<file path="src/rtl/uart_rx_pkg.sv">
package uart_rx_pkg;
  typedef enum logic [1:0] {
    RX_IDLE  = 2'd0,
    RX_START = 2'd1,
    RX_DATA  = 2'd2,
    RX_STOP  = 2'd3
  } rx_state_e;
endpackage

</file>
<file path="src/rtl/rx_sync.sv">
module rx_sync #(
  parameter int STAGES = 2
) (
  input  logic clk,
  input  logic rst,
  input  logic d_in,
  output logic d_out
);
  logic [STAGES-1:0] pipe;

  generate
    for (genvar i = 0; i < STAGES; i++) begin : g_stage
      if (i == 0) begin : g_first
        always_ff @(posedge clk) begin
          if (rst) pipe[i] <= 1'b1;
          else     pipe[i] <= d_in;
        end
      end else begin : g_next
        always_ff @(posedge clk) begin
          if (rst) pipe[i] <= 1'b1;
          else     pipe[i] <= pipe[i-1];
        end
      end
    end
  endgenerate

  assign d_out = pipe[STAGES-1];
endmodule

</file>
<file path="src/rtl/rx_vote.sv">
module rx_vote (
  input  logic a,
  input  logic b,
  input  logic c,
  output logic maj,
  output logic split
);
  always_comb begin
    maj   = (a & b) | (a & c) | (b & c);
    split = (a != b) || (b != c);
  end
endmodule

</file>
<file path="src/rtl/rx_deframe.sv">
module rx_deframe
  import uart_rx_pkg::*;
#(
  parameter int OSR = 16,
  parameter int DW  = 9
) (
  input  logic          clk,
  input  logic          rst,
  input  logic          tick,
  input  logic          rx_s,
  input  logic          frame9,
  input  logic          par_en,
  input  logic          par_odd,
  input  logic          flag_clr,
  output logic [DW-1:0] word_o,
  output logic          valid_o,
  output logic          noise_o,
  output logic          perr_o,
  output logic          ferr_o
);
  localparam int CW    = $clog2(OSR + 1);
  localparam int IW    = $clog2(DW);
  localparam int MID_A = OSR / 2;
  localparam int MID_B = MID_A + 1;
  localparam int MID_C = MID_A + 2;

  rx_state_e     state;
  logic [CW-1:0] cnt;
  logic [CW-1:0] ncnt;
  logic [IW-1:0] bit_idx;
  logic [IW-1:0] last_idx;
  logic          rx_prev;
  logic          smp_a, smp_b;
  logic          fr_noise;
  logic [DW-1:0] shreg;
  logic          maj, split;
  logic [DW-1:0] word_n;
  logic          perr_n;
  logic          keep_n, keep_p, keep_f;

  rx_vote u_vote (
    .a     (smp_a),
    .b     (smp_b),
    .c     (rx_s),
    .maj   (maj),
    .split (split)
  );

  always_comb begin
    ncnt     = cnt + 1'b1;
    last_idx = frame9 ? IW'(DW - 1) : IW'(DW - 2);
    word_n   = shreg;
    if (par_en) word_n[last_idx] = 1'b0;
    perr_n   = par_en && ((^shreg) ^ par_odd);
    keep_n   = flag_clr ? 1'b0 : noise_o;
    keep_p   = flag_clr ? 1'b0 : perr_o;
    keep_f   = flag_clr ? 1'b0 : ferr_o;
  end

  always_ff @(posedge clk) begin
    if (rst) begin
      state    <= RX_IDLE;
      cnt      <= '0;
      bit_idx  <= '0;
      rx_prev  <= 1'b1;
      smp_a    <= 1'b1;
      smp_b    <= 1'b1;
      fr_noise <= 1'b0;
      shreg    <= '0;
      word_o   <= '0;
      valid_o  <= 1'b0;
      noise_o  <= 1'b0;
      perr_o   <= 1'b0;
      ferr_o   <= 1'b0;
    end else begin
      valid_o <= 1'b0;
      if (flag_clr) begin
        noise_o <= 1'b0;
        perr_o  <= 1'b0;
        ferr_o  <= 1'b0;
      end
      if (tick) begin
        rx_prev <= rx_s;
        if (state == RX_IDLE) begin
          if (rx_prev && !rx_s) begin
            state    <= RX_START;
            cnt      <= CW'(1);
            bit_idx  <= '0;
            fr_noise <= 1'b0;
            shreg    <= '0;
          end
        end else begin
          cnt <= (ncnt == CW'(OSR)) ? '0 : ncnt;
          if (ncnt == CW'(MID_A)) smp_a <= rx_s;
          if (ncnt == CW'(MID_B)) smp_b <= rx_s;
          if (ncnt == CW'(MID_C)) begin
            case (state)
              RX_START: begin
                if (maj) state <= RX_IDLE;
                else     fr_noise <= split;
              end
              RX_DATA: begin
                shreg[bit_idx] <= maj;
                fr_noise       <= fr_noise | split;
              end
              RX_STOP: begin
                word_o  <= word_n;
                valid_o <= 1'b1;
                noise_o <= keep_n | fr_noise | split;
                perr_o  <= keep_p | perr_n;
                ferr_o  <= keep_f | !maj;
                state   <= RX_IDLE;
              end
              default: state <= RX_IDLE;
            endcase
          end
          if (ncnt == CW'(OSR)) begin
            case (state)
              RX_START: state <= RX_DATA;
              RX_DATA: begin
                if (bit_idx == last_idx) state <= RX_STOP;
                else bit_idx <= bit_idx + 1'b1;
              end
              default: ;
            endcase
          end
        end
      end
    end
  end
endmodule

</file>
<file path="src/rtl/uart_os_rx.sv">
module uart_os_rx #(
  parameter int OSR         = 16,
  parameter int DW          = 9,
  parameter int SYNC_STAGES = 2
) (
  input  logic          clk,
  input  logic          rst,
  input  logic          tick16,
  input  logic          rx_in,
  input  logic          frame9,
  input  logic          par_en,
  input  logic          par_odd,
  input  logic          par_irq_en,
  input  logic          flag_clr,
  output logic [DW-1:0] rx_word,
  output logic          rx_valid,
  output logic          noise_flg,
  output logic          par_err,
  output logic          frm_err,
  output logic          irq
);
  logic rx_s;

  rx_sync #(.STAGES(SYNC_STAGES)) u_sync (
    .clk   (clk),
    .rst   (rst),
    .d_in  (rx_in),
    .d_out (rx_s)
  );

  rx_deframe #(.OSR(OSR), .DW(DW)) u_deframe (
    .clk      (clk),
    .rst      (rst),
    .tick     (tick16),
    .rx_s     (rx_s),
    .frame9   (frame9),
    .par_en   (par_en),
    .par_odd  (par_odd),
    .flag_clr (flag_clr),
    .word_o   (rx_word),
    .valid_o  (rx_valid),
    .noise_o  (noise_flg),
    .perr_o   (par_err),
    .ferr_o   (frm_err)
  );

  always_ff @(posedge clk) begin
    if (rst) irq <= 1'b0;
    else     irq <= par_irq_en && par_err;
  end
endmodule

</file>
<file path="config.mk">
export PLATFORM = sky130hd
export DESIGN_NAME = uart_os_rx
export DESIGN_NICKNAME = d
export VERILOG_FILES = /design/src/rtl/uart_rx_pkg.sv /design/src/rtl/rx_sync.sv /design/src/rtl/rx_vote.sv /design/src/rtl/rx_deframe.sv /design/src/rtl/uart_os_rx.sv
export SDC_FILE = /design/constraint.sdc
export NUM_CORES = 1
export LEC_CHECK = 0
export ABC_AREA = 1
export ABC_CLOCK_PERIOD_IN_PS = 3960
export CAP_MARGIN = 20
export CELL_PAD_IN_SITES_DETAIL_PLACEMENT = 0
export CELL_PAD_IN_SITES_GLOBAL_PLACEMENT = 1
export CORE_ASPECT_RATIO = 1.75
export CORE_MARGIN = 3
export CORE_UTILIZATION = 44
export DETAILED_ROUTE_END_ITERATION = 10
export HOLD_SLACK_MARGIN = 0.06
export PLACE_DENSITY_LB_ADDON = 0.12
export RECOVER_POWER = 50
export REMOVE_ABC_BUFFERS = 1
export SETUP_SLACK_MARGIN = 0.02
export SKIP_CTS_REPAIR_TIMING = 1
export SLEW_MARGIN = 30
export SYNTH_ARGS = -nofsm -noshare
export SYNTH_HDL_FRONTEND = slang
export SYNTH_SLANG_ARGS = --single-unit
</file>
<file path="constraint.sdc">
create_clock -name clk -period 3.96 [get_ports clk]
set_input_delay 0.594 -clock clk [delete_from_list [all_inputs] [get_ports clk]]
set_output_delay 0.594 -clock clk [all_outputs]
set_load 0.01 [all_outputs]
</file>
==> results of run 1 <==
power by group through the flow:
stage	sequential, mW	combinational (mW)	clock, mW
after global routing	0.409	0.0757	0.297
after detailed placement	0.418	0.0676	0
after CTS	0.408	0.0678	0.281
after floorplan	0.417	0.0410	0
final	0.408	0.0663	0.270
after global placement	0.418	0.0675	0
through the flow:
| step | utilization | hold WS [ns] | setup WS, ns | std cells | area (um2) |
|---|---|---|---|---|---|
| 3_3_place_gp | 0.508 | 0.391 | 1.47 | 398 | 2550 |
| 4_1_cts | 0.526 | 0.420 | 1.66 | 406 | 2640 |
| 5_1_grt | 0.525 | 0.450 | 1.08 | 406 | 2640 |
| 2_1_floorplan | - | 0.389 | 2.18 | 321 | 2260 |
| 6_report | 0.525 | 0.415 | 1.53 | 406 | 2640 |
| 3_5_place_dp | 0.508 | 0.400 | 1.38 | 398 | 2550 |
Yosys cell counts, drive strengths merged:
| library cell | count |
|---|---|
| buf | 8 |
| ha | 14 |
| clkbuf | 3 |
| nor2 | 32 |
| nand2 | 86 |
| a221oi | 1 |
| clkinv | 2 |
| or2 | 3 |
| nand4 | 33 |
| inv | 39 |
| nand3 | 14 |
| xnor2 | 6 |
| nor3 | 2 |
| o21ai | 19 |
| dfxtp | 40 |
| o211ai | 1 |
| xor2 | 4 |
| a21oi | 25 |
final cells by class:
cell class / count / share of cell area
clock buffer: 5 / 0.0261
clock inverter: 3 / 0.00712
inverter: 41 / 0.0583
multi-input combinational: 240 / 0.493
sequential: 40 / 0.304
tap: 54 / 0.0256
timing repair buffer: 23 / 0.0863
metal layers:
metal,vias to the layer above,global-route usage
met1,936,0.199
met4,0,0.0768
met5,-,0
li1,1133,-
met3,10,0.0316
met2,31,0.362
sequential cells by signal, summed over array words and instances (netlist names), 2 cells and up:
name,flops
u_deframe.state,2
u_deframe.shreg,9
u_deframe.word_o,9
u_deframe.cnt,5
u_deframe.bit_idx,4
worst paths after layout:
path,endpoint,slack [ns],depth (start not counted)
setup / recovery,u_deframe.word_o[7],1.53,7
hold / removal,u_sync.d_out,0.41,1
setup reg to reg,u_deframe.word_o[7],1.53,7
hold reg to reg,u_sync.d_out,0.41,1
cell families after synthesis:
logic type	after synthesis
buf+inv	52
flops	40
compound gates	46
fa+ha+maj	14
simple gates	170
xor+xnor	10
==> metrics, run 1 <==
Worst EP arrival=2.66 ns; max-slew violation count=0; antenna violations before repair=0; worst path bufs/invs=2; Max rail drop VDD=0.000130 V; largest family of logic cells by synthesized area=simple AND/OR/NAND/NOR gates; minimum clock period=2.43 ns; xor/xnor share of the synthesized area=0.0378; synthesized-area fraction occupied by adder cells=0.0755; post-synthesis sequential area ratio=0.345; root buffer cell=clkbuf_8; Yosys top cell area share=0.345; period utilisation layout=0.615; run status=finished clean; fillers=545; simple-gate share of the synthesized area=0.340; post-route setup TNS=0 ns; total power=745 uW; startpoint type of the worst setup path=flop; Synth Register Bits=40; number of global-route vias before repair=1903; CTS tree=done; GRT overflow=0; initial drt markers=78; Compound-Gate Fraction of Synth Area=0.108; first-pass GRT wire length=8.94 mm; maximum clock rate=411 MHz; CP required=4.19 ns; largest net degree at the start of global routing=19; switching share of total power=0.262; Setup violations, final=0; mux contribution to synthesized area=0; Via density=5.20; Pre-antenna DRT Iters=4; H-tree levels=2; Crit-path slowest cell=nand4_1; clock skew=0.00635 ns; Mean Syn Cell Area=6.99 um2; most frequent cells in the layout=nand2_1 (82), dfxtp_1 (40), inv_1 (36); Critical Setup Path Class=reg2reg; Crit. End Element=flop; hpwl dp=4.22 mm; Max Root-Sink Buffers=2; antenna-violating nets left=0; Gate Count Post-Synth=332; leakage=1.10 nW; top cells by area, synth=dfxtp_1 (35%), nand2_1 (13%), nand4_1 (8.9%); Cell Int Power=549 uW; register share of total power=0.548; row count=34; Top Layer Used=met4; n_diodes=0; chip width=60.9 um; Final Hold Vio Count=0; DR WL/cell=13.0 um; Clk pwr share=0.363; crit path cell chain=inv_1 > ha_1 > nor2_1 > nand4_1 > inv_2 > nand2_2 > o21ai_0; r2r startpoint=u_deframe.state[0]; Yosys top cell by area=dfxtp_1; total global-route track usage=0.191; area of the multi-input gates=1300 um2; clock net sink count=40; max-capacitance violation count=0; clk slew on worst S/H paths=0.08 ns; Cell Pwr Density=282 nW/um2; via count=2110; Initial Util=0.462; total CTS buffers=5; Worst Min Path Start=u_sync.pipe[0]; most common cell after layout, fill and taps aside=nand2_1; final wirelength=5.28 mm; net switching power figure=195 uW; met2 WL=3.03 mm; mapped cell area=2320 um2; # nets final=374; routed wl met3=131 um; CP max FO=11; Placer Congestion=0.821; CP peak stage delay=0.51 ns; Routed met1 length=1.99 mm; Syn-to-layout area delta=13.7%; Slew @ Worst Pin=0.544 ns; ratio of cells with drive above 1 in the final layout=0.0710; CP top delay family=simple AND/OR/NAND/NOR gates; CORE AREA=5020 um2; RSZ-0062 raised after global routing=no; Critical Path Start=u_deframe.state[0]; worst hold path class=reg2reg; Comb pwr share=0.089; Reg area=801 um2; Die Footprint=6210 um2; Ys Warns=0; Yosys cell types=28; Chip Height=102 um; total I/O pin count=23; Max-Slew Margin vs Limit=0.635; IO Port Bufs=22; detailed-route DRC error count=0; Worst-Skew Late Latency=0.29 ns
Power figures use the tool's default switching activity.
==> run 2: changes to the inputs <==
--- a/config.mk
+++ b/config.mk
@@ -6,13 +6,13 @@
 export NUM_CORES = 1
 export LEC_CHECK = 0
 export ABC_AREA = 1
-export ABC_CLOCK_PERIOD_IN_PS = 3960
+export ABC_CLOCK_PERIOD_IN_PS = 2000
 export CAP_MARGIN = 20
 export CELL_PAD_IN_SITES_DETAIL_PLACEMENT = 0
 export CELL_PAD_IN_SITES_GLOBAL_PLACEMENT = 1
 export CORE_ASPECT_RATIO = 1.75
 export CORE_MARGIN = 3
-export CORE_UTILIZATION = 44
+export CORE_UTILIZATION = 37
 export DETAILED_ROUTE_END_ITERATION = 10
 export HOLD_SLACK_MARGIN = 0.06
 export PLACE_DENSITY_LB_ADDON = 0.12
==> constraint.sdc (replaced) <==
create_clock -name clk -period 2 [get_ports clk]
set_input_delay 0.3 -clock clk [delete_from_list [all_inputs] [get_ports clk]]
set_output_delay 0.3 -clock clk [all_outputs]
set_load 0.01 [all_outputs]
==> run 2 against run 1 <==
Effect of this change: clock skew rose by 0.011 ns; critical path depth stayed put; sequential power grew 98%; count of clock-buffer cells in the layout stayed put; sequential share of layout area down 1.9 points; via count grew 3.0%; clock power increased to 3.5 times the previous value; non-clock buffer count up 10; utilization decreased by 5.2 points; worst hold slack worse by 0.0019 ns; global-route usage decreased by 1.2 points; critical path type unchanged; critical endpoint is now u_deframe.smp_a; largest power group is now clock.
==> metrics, run 2 (synthesis gave the netlist of run 1 again) <==
run status=finished clean; worst hold path class=reg2reg; leakage=1.16 nW (+5.2%); row count=37 (+8.8%); CORE AREA=5970 um2 (+19%); ratio of cells with drive above 1 in the final layout=0.108 (+0.0367); IO Port Bufs=22 (unchanged); Critical Setup Path Class=reg2reg; Crit. End Element=flop; minimum clock period=1.72 ns (-0.709 ns); total global-route track usage=0.180 (-0.0117); Setup violations, final=0 (unchanged); Via density=4.94 (-5.0%); Worst Slack Setup Final=0.276 ns (-1.25 ns); Worst-Skew Late Latency=0.30 ns (about the same); Critical Path Start=u_deframe.state[1]; Clk pwr share=0.493 (+0.130); biggest regs=u_deframe.shreg x9, u_deframe.word_o x9, u_deframe.cnt x5; max-capacitance violation count=0 (unchanged); Max Root-Sink Buffers=2 (unchanged); switching share of total power=0.218 (-0.0446); total CTS buffers=5 (unchanged); clock skew=0.0172 ns (+0.0108 ns); Slew @ Worst Pin=0.497 ns (-0.0473 ns); Placer Congestion=0.779 (-5.1%); GRT overflow=0 (unchanged); Pre-antenna DRT Iters=4 (unchanged); area of the multi-input gates=1320 um2 (+1.3%); CP max FO=8 (-3); period utilisation layout=0.862 (+0.248); # nets final=384 (+2.7%); CTS tree=done; Setup crit end=u_deframe.smp_a; net switching power figure=412 uW (+110%); Post-Place Cells=432 (+8.5%); Cell Pwr Density=670 nW/um2 (+140%); H-tree levels=2 (unchanged); chip width=65.9 um (+8.2%); Post-Route Utilization=0.473 (-0.0523); fillers=636 (+17%); total power=1.89 mW (+150%); Worst EP arrival=1.91 ns (-0.75 ns); most common cell after layout, fill and taps aside=nand2_1; via count=2173 (+3.0%); most frequent cells in the layout=nand2_1 (81), dfxtp_1 (37), inv_1 (35); RSZ-0062 raised after global routing=no; Reg area=805 um2 (+0.47%); final std cells w/o fill=440 (+8.4%); Chip Height=111 um (+8.5%); largest net degree at the start of global routing=22 (+3); root buffer cell=clkbuf_8; Die Footprint=7290 um2 (+17%); clk slew on worst S/H paths=0.09 ns (about the same); Comb pwr share=0.080 (-0.009); Initial Util=0.388 (-0.0737); hold depth=1 (unchanged); Syn-to-layout area delta=21.8%; CP required=2.19 ns (-2.00 ns); final wirelength=6.14 mm (+16%); register share of total power=0.427 (-0.121); max-slew violation count=0 (unchanged); Max-Slew Margin vs Limit=0.669 (+0.0337); Final Hold Vio Count=0 (unchanged); startpoint type of the worst setup path=flop; number of global-route vias before repair=2185 (+15%); n_diodes=0 (unchanged); post-route setup TNS=0 ns (unchanged); initial drt markers=86 (+10%); R2R depth=7 (unchanged); r2r startpoint=u_deframe.state[1]; Reg-to-Reg End=u_deframe.smp_a; antenna-violating nets left=0 (unchanged); hpwl dp=4.88 mm (+15%); total I/O pin count=23 (unchanged); Cell Int Power=1.48 mW (+170%); detailed-route DRC error count=0 (unchanged); antenna violations before repair=0 (unchanged); clock net sink count=40 (unchanged); DR WL/cell=13.9 um (+7.3%); maximum clock rate=580 MHz (+41%); Post-Place Setup Slack=0.0593 ns (-1.32 ns); Max rail drop VDD=0.000292 V (+120%); first-pass GRT wire length=10.2 mm (+14%); FF-to-FF setup slack=0.28 ns (-1.25 ns)
## run 2: area by class of cell
class                   instances  area share
multi-input cells             240       0.466
flip-flops and latches         40       0.285
repair buffers                 33       0.102
inverters                      41      0.0558
well taps                      78      0.0345
clock inverters                 3      0.0319
clock buffers                   5      0.0244
## run 2: layer usage
| layer | track usage | wire length (um) |
|---|---|---|
| met2 | 0.363 | 3720 |
| met5 | 0 | 0 |
| met3 | 0.0254 | 130 |
| met1 | 0.167 | 2130 |
| met4 | 0.0706 | 152 |
## run 2: worst max-delay path: stages (launching register included)
cell and delay [ns]:
dfxtp_1 0.36, inv_1 0.09, ha_2 0.23, nor2_1 0.20, clkbuf_1 0.32, nand4_1 0.18, a21oi_1 0.14, o21ai_0 0.09
## run 2: power groups by stage
stage               clock network (mW)  registers, mW  logic, mW
finish                           0.933          0.807      0.152
global route                     0.977          0.809      0.172
CTS                              0.955          0.806      0.155
detailed placement                   0          0.825      0.155
global placement                     0          0.825      0.155
floorplan                            0          0.825     0.0812
## run 2: worst min path at each step
stage	start	to	slack (ns)
4_1_cts	u_sync.pipe[0]	u_sync.d_out	0.41
6_report	u_sync.pipe[0]	u_sync.d_out	0.41
3_3_place_gp	u_sync.pipe[0]	u_sync.d_out	0.39
5_1_grt	u_sync.pipe[0]	u_sync.d_out	0.46
3_5_place_dp	u_sync.pipe[0]	u_sync.d_out	0.39
2_1_floorplan	rst	u_deframe.bit_idx[0]	0.37
## run 2: metrics by stage
stage | hold slack (ns) | cell area [um2]
2_1_floorplan | 0.369 | 2260
3_3_place_gp | 0.391 | 2660
3_5_place_dp | 0.393 | 2660
4_1_cts | 0.414 | 2820
5_1_grt | 0.457 | 2830
6_report | 0.413 | 2830
==> run 3: changes to the inputs <==
--- a/config.mk
+++ b/config.mk
@@ -12,7 +12,8 @@
 export CELL_PAD_IN_SITES_GLOBAL_PLACEMENT = 1
 export CORE_ASPECT_RATIO = 1.75
 export CORE_MARGIN = 3
-export CORE_UTILIZATION = 37
+export CORE_UTILIZATION = 38
+export CTS_BUF_LIST = sky130_fd_sc_hd__clkbuf_4 sky130_fd_sc_hd__clkbuf_8
 export DETAILED_ROUTE_END_ITERATION = 10
 export HOLD_SLACK_MARGIN = 0.06
 export PLACE_DENSITY_LB_ADDON = 0.12
==> run 3 against run 2 <==
Effect of this change: final area is 1.9% lower; die area is 2.4% lower; worst setup slack worse by 0.029 ns; non-clock buffer count stayed put; flip-flop and latch count stayed put; first-iteration DRC count is 5.8% lower; cell count stayed put; sequential share of layout area is 0.54 points higher; largest cell class unchanged; largest power group is now sequential cells; highest routed layer unchanged.
==> metrics, run 3 (synthesis gave the netlist of run 1 again) <==
Critical Setup Path Class=reg2reg; hpwl dp=4.80 mm (-1.5%); startpoint type of the worst setup path=flop; total I/O pin count=23 (unchanged); IO Port Bufs=22 (unchanged); total global-route track usage=0.186 (+0.00607); biggest regs=u_deframe.shreg x9, u_deframe.word_o x9, u_deframe.cnt x5; Slew @ Worst Pin=0.841 ns (+0.344 ns); GRT overflow=0 (unchanged); Clk pwr share=0.407 (-0.086); clock net sink count=40 (unchanged); ratio of cells with drive above 1 in the final layout=0.102 (-0.00552); R2R depth=10 (+3); net switching power figure=393 uW (-4.6%); row count=37 (unchanged); initial drt markers=81 (-5.8%); first-pass GRT wire length=10.2 mm (-0.55%); run status=finished clean; clk slew on worst S/H paths=0.08 ns (about the same); max-capacitance violation count=0 (unchanged); DR WL/cell=13.6 um (-2.6%); minimum clock period=1.75 ns (+0.0291 ns); Pre-antenna DRT Iters=4 (unchanged); Comb pwr share=0.093 (+0.013); max-slew violation count=0 (unchanged); CTS tree=done; Worst EP arrival=1.97 ns (+0.06 ns); chip width=65.1 um (-1.2%); Syn-to-layout area delta=19.5%; Cell Int Power=1.23 mW (-17%); H-tree levels=2 (unchanged); Setup violations, final=0 (unchanged); Worst-Skew Late Latency=0.29 ns (about the same); r2r startpoint=u_deframe.cnt[0]; Chip Height=109 um (-1.3%); antenna-violating nets left=0 (unchanged); Endpoint, Worst Hold=u_sync.d_out; period utilisation layout=0.877 (+0.0146); switching share of total power=0.243 (+0.0253); # nets final=384 (unchanged); leakage=1.14 nW (-1.6%); Die Footprint=7110 um2 (-2.4%); Crit. End Element=flop; Initial Util=0.395 (+0.00612); Max Root-Sink Buffers=2 (unchanged); CP required=2.22 ns (+0.03 ns); root buffer cell=clkbuf_8; n_diodes=0 (unchanged); clock skew=0.00721 ns (-0.00999 ns); Via density=4.92 (-0.32%); final wirelength=5.98 mm (-2.6%); worst hold path class=reg2reg; Final Hold Vio Count=0 (unchanged); Max rail drop VDD=0.000252 V (-14%); hold depth=1 (unchanged); Worst Min Path Start=u_sync.pipe[0]; register share of total power=0.499 (+0.072); total CTS buffers=5 (unchanged); most frequent cells in the layout=nand2_1 (82), dfxtp_1 (37), inv_1 (36); Reg-to-Reg End=u_deframe.ferr_o; antenna violations before repair=0 (unchanged); maximum clock rate=570 MHz (-1.7%); Max-Slew Margin vs Limit=0.439 (-0.229); total power=1.62 mW (-15%); largest net degree at the start of global routing=19 (-14%); detailed-route DRC error count=0 (unchanged); via count=2166 (-0.32%); FF-to-FF setup slack=0.25 ns (-0.03 ns); CORE AREA=5880 um2 (-1.6%); Placer Congestion=0.814 (+4.5%); number of global-route vias before repair=2181 (-0.18%); CP max FO=11 (+3); RSZ-0062 raised after global routing=no; Cell Pwr Density=584 nW/um2 (-13%); post-route setup TNS=0 ns (unchanged); most common cell after layout, fill and taps aside=nand2_1
-- run 3: cell types whose count changed in the layout (fill, tap and decap cells not counted), sizes merged --
cell / delta
bufinv: -2
clkinv: +1
inv: +1
-- run 3: worst max-delay path by stage --
stage,start,end,slack [ns],depth (start not counted)
after floorplan,u_deframe.state[0],u_deframe.noise_o,0.22,7
after global placement,u_deframe.cnt[0],u_deframe.word_o[7],0.05,10
after detailed placement,u_deframe.cnt[0],u_deframe.ferr_o,0.04,10
after CTS,u_deframe.cnt[0],u_deframe.ferr_o,0.01,10
after global routing,u_deframe.state[1],u_deframe.smp_b,0.04,7
final,u_deframe.cnt[0],u_deframe.ferr_o,0.25,10
-- run 3: per-stage QoR --
stage               setup slack [ns]  area [um2]  utilization  std cells  hold WS, ns
finish                         0.246        2770        0.472        440        0.413
global placement              0.0488        2660        0.452        432        0.391
global route                  0.0411        2770        0.472        440        0.435
floorplan                      0.220        2260            -        321        0.369
CTS                           0.0146        2770        0.471        440        0.418
detailed placement            0.0376        2660        0.452        432        0.398
-- run 3: power by group through the flow --
stage,Combinational [mW],Clock (mW),Sequential [mW]
2_1_floorplan,0.0812,0,0.825
3_3_place_gp,0.156,0,0.825
3_5_place_dp,0.156,0,0.825
4_1_cts,0.156,0.678,0.807
5_1_grt,0.171,0.706,0.809
6_report,0.151,0.659,0.808
-- run 3: area by class of cell --
| type | instances | area, um2 |
|---|---|---|
| flip-flops and latches | 40 | 805 |
| fillers | 663 | 3110 |
| inverters | 41 | 154 |
| repair buffers | 33 | 288 |
| multi-input cells | 240 | 1320 |
| well taps | 78 | 97.6 |
| clock buffers | 5 | 68.8 |
| clock inverters | 3 | 42.5 |
-- run 3: worst max-delay path, stage by stage, from the launching register on --
cell     delay (ns)
dfxtp_2        0.41
ha_4           0.21
nand2_1        0.08
nand2_1        0.09
nand2_1        0.06
nor2_2         0.13
nand4_1        0.10
buf_4          0.19
inv_2          0.14
nand2_2        0.10
o21ai_0        0.17
-- run 3: metal layers --
layer | vias up | share of wire | wire length, um | global-route usage
met1 | 985 | 0.35 | 2100 | 0.168
met4 | 0 | 0.016 | 98 | 0.0593
met2 | 25 | 0.61 | 3670 | 0.399
met3 | 9 | 0.018 | 106 | 0.0276
li1 | 1147 | - | - | -
met5 | - | 0 | 0 | 0
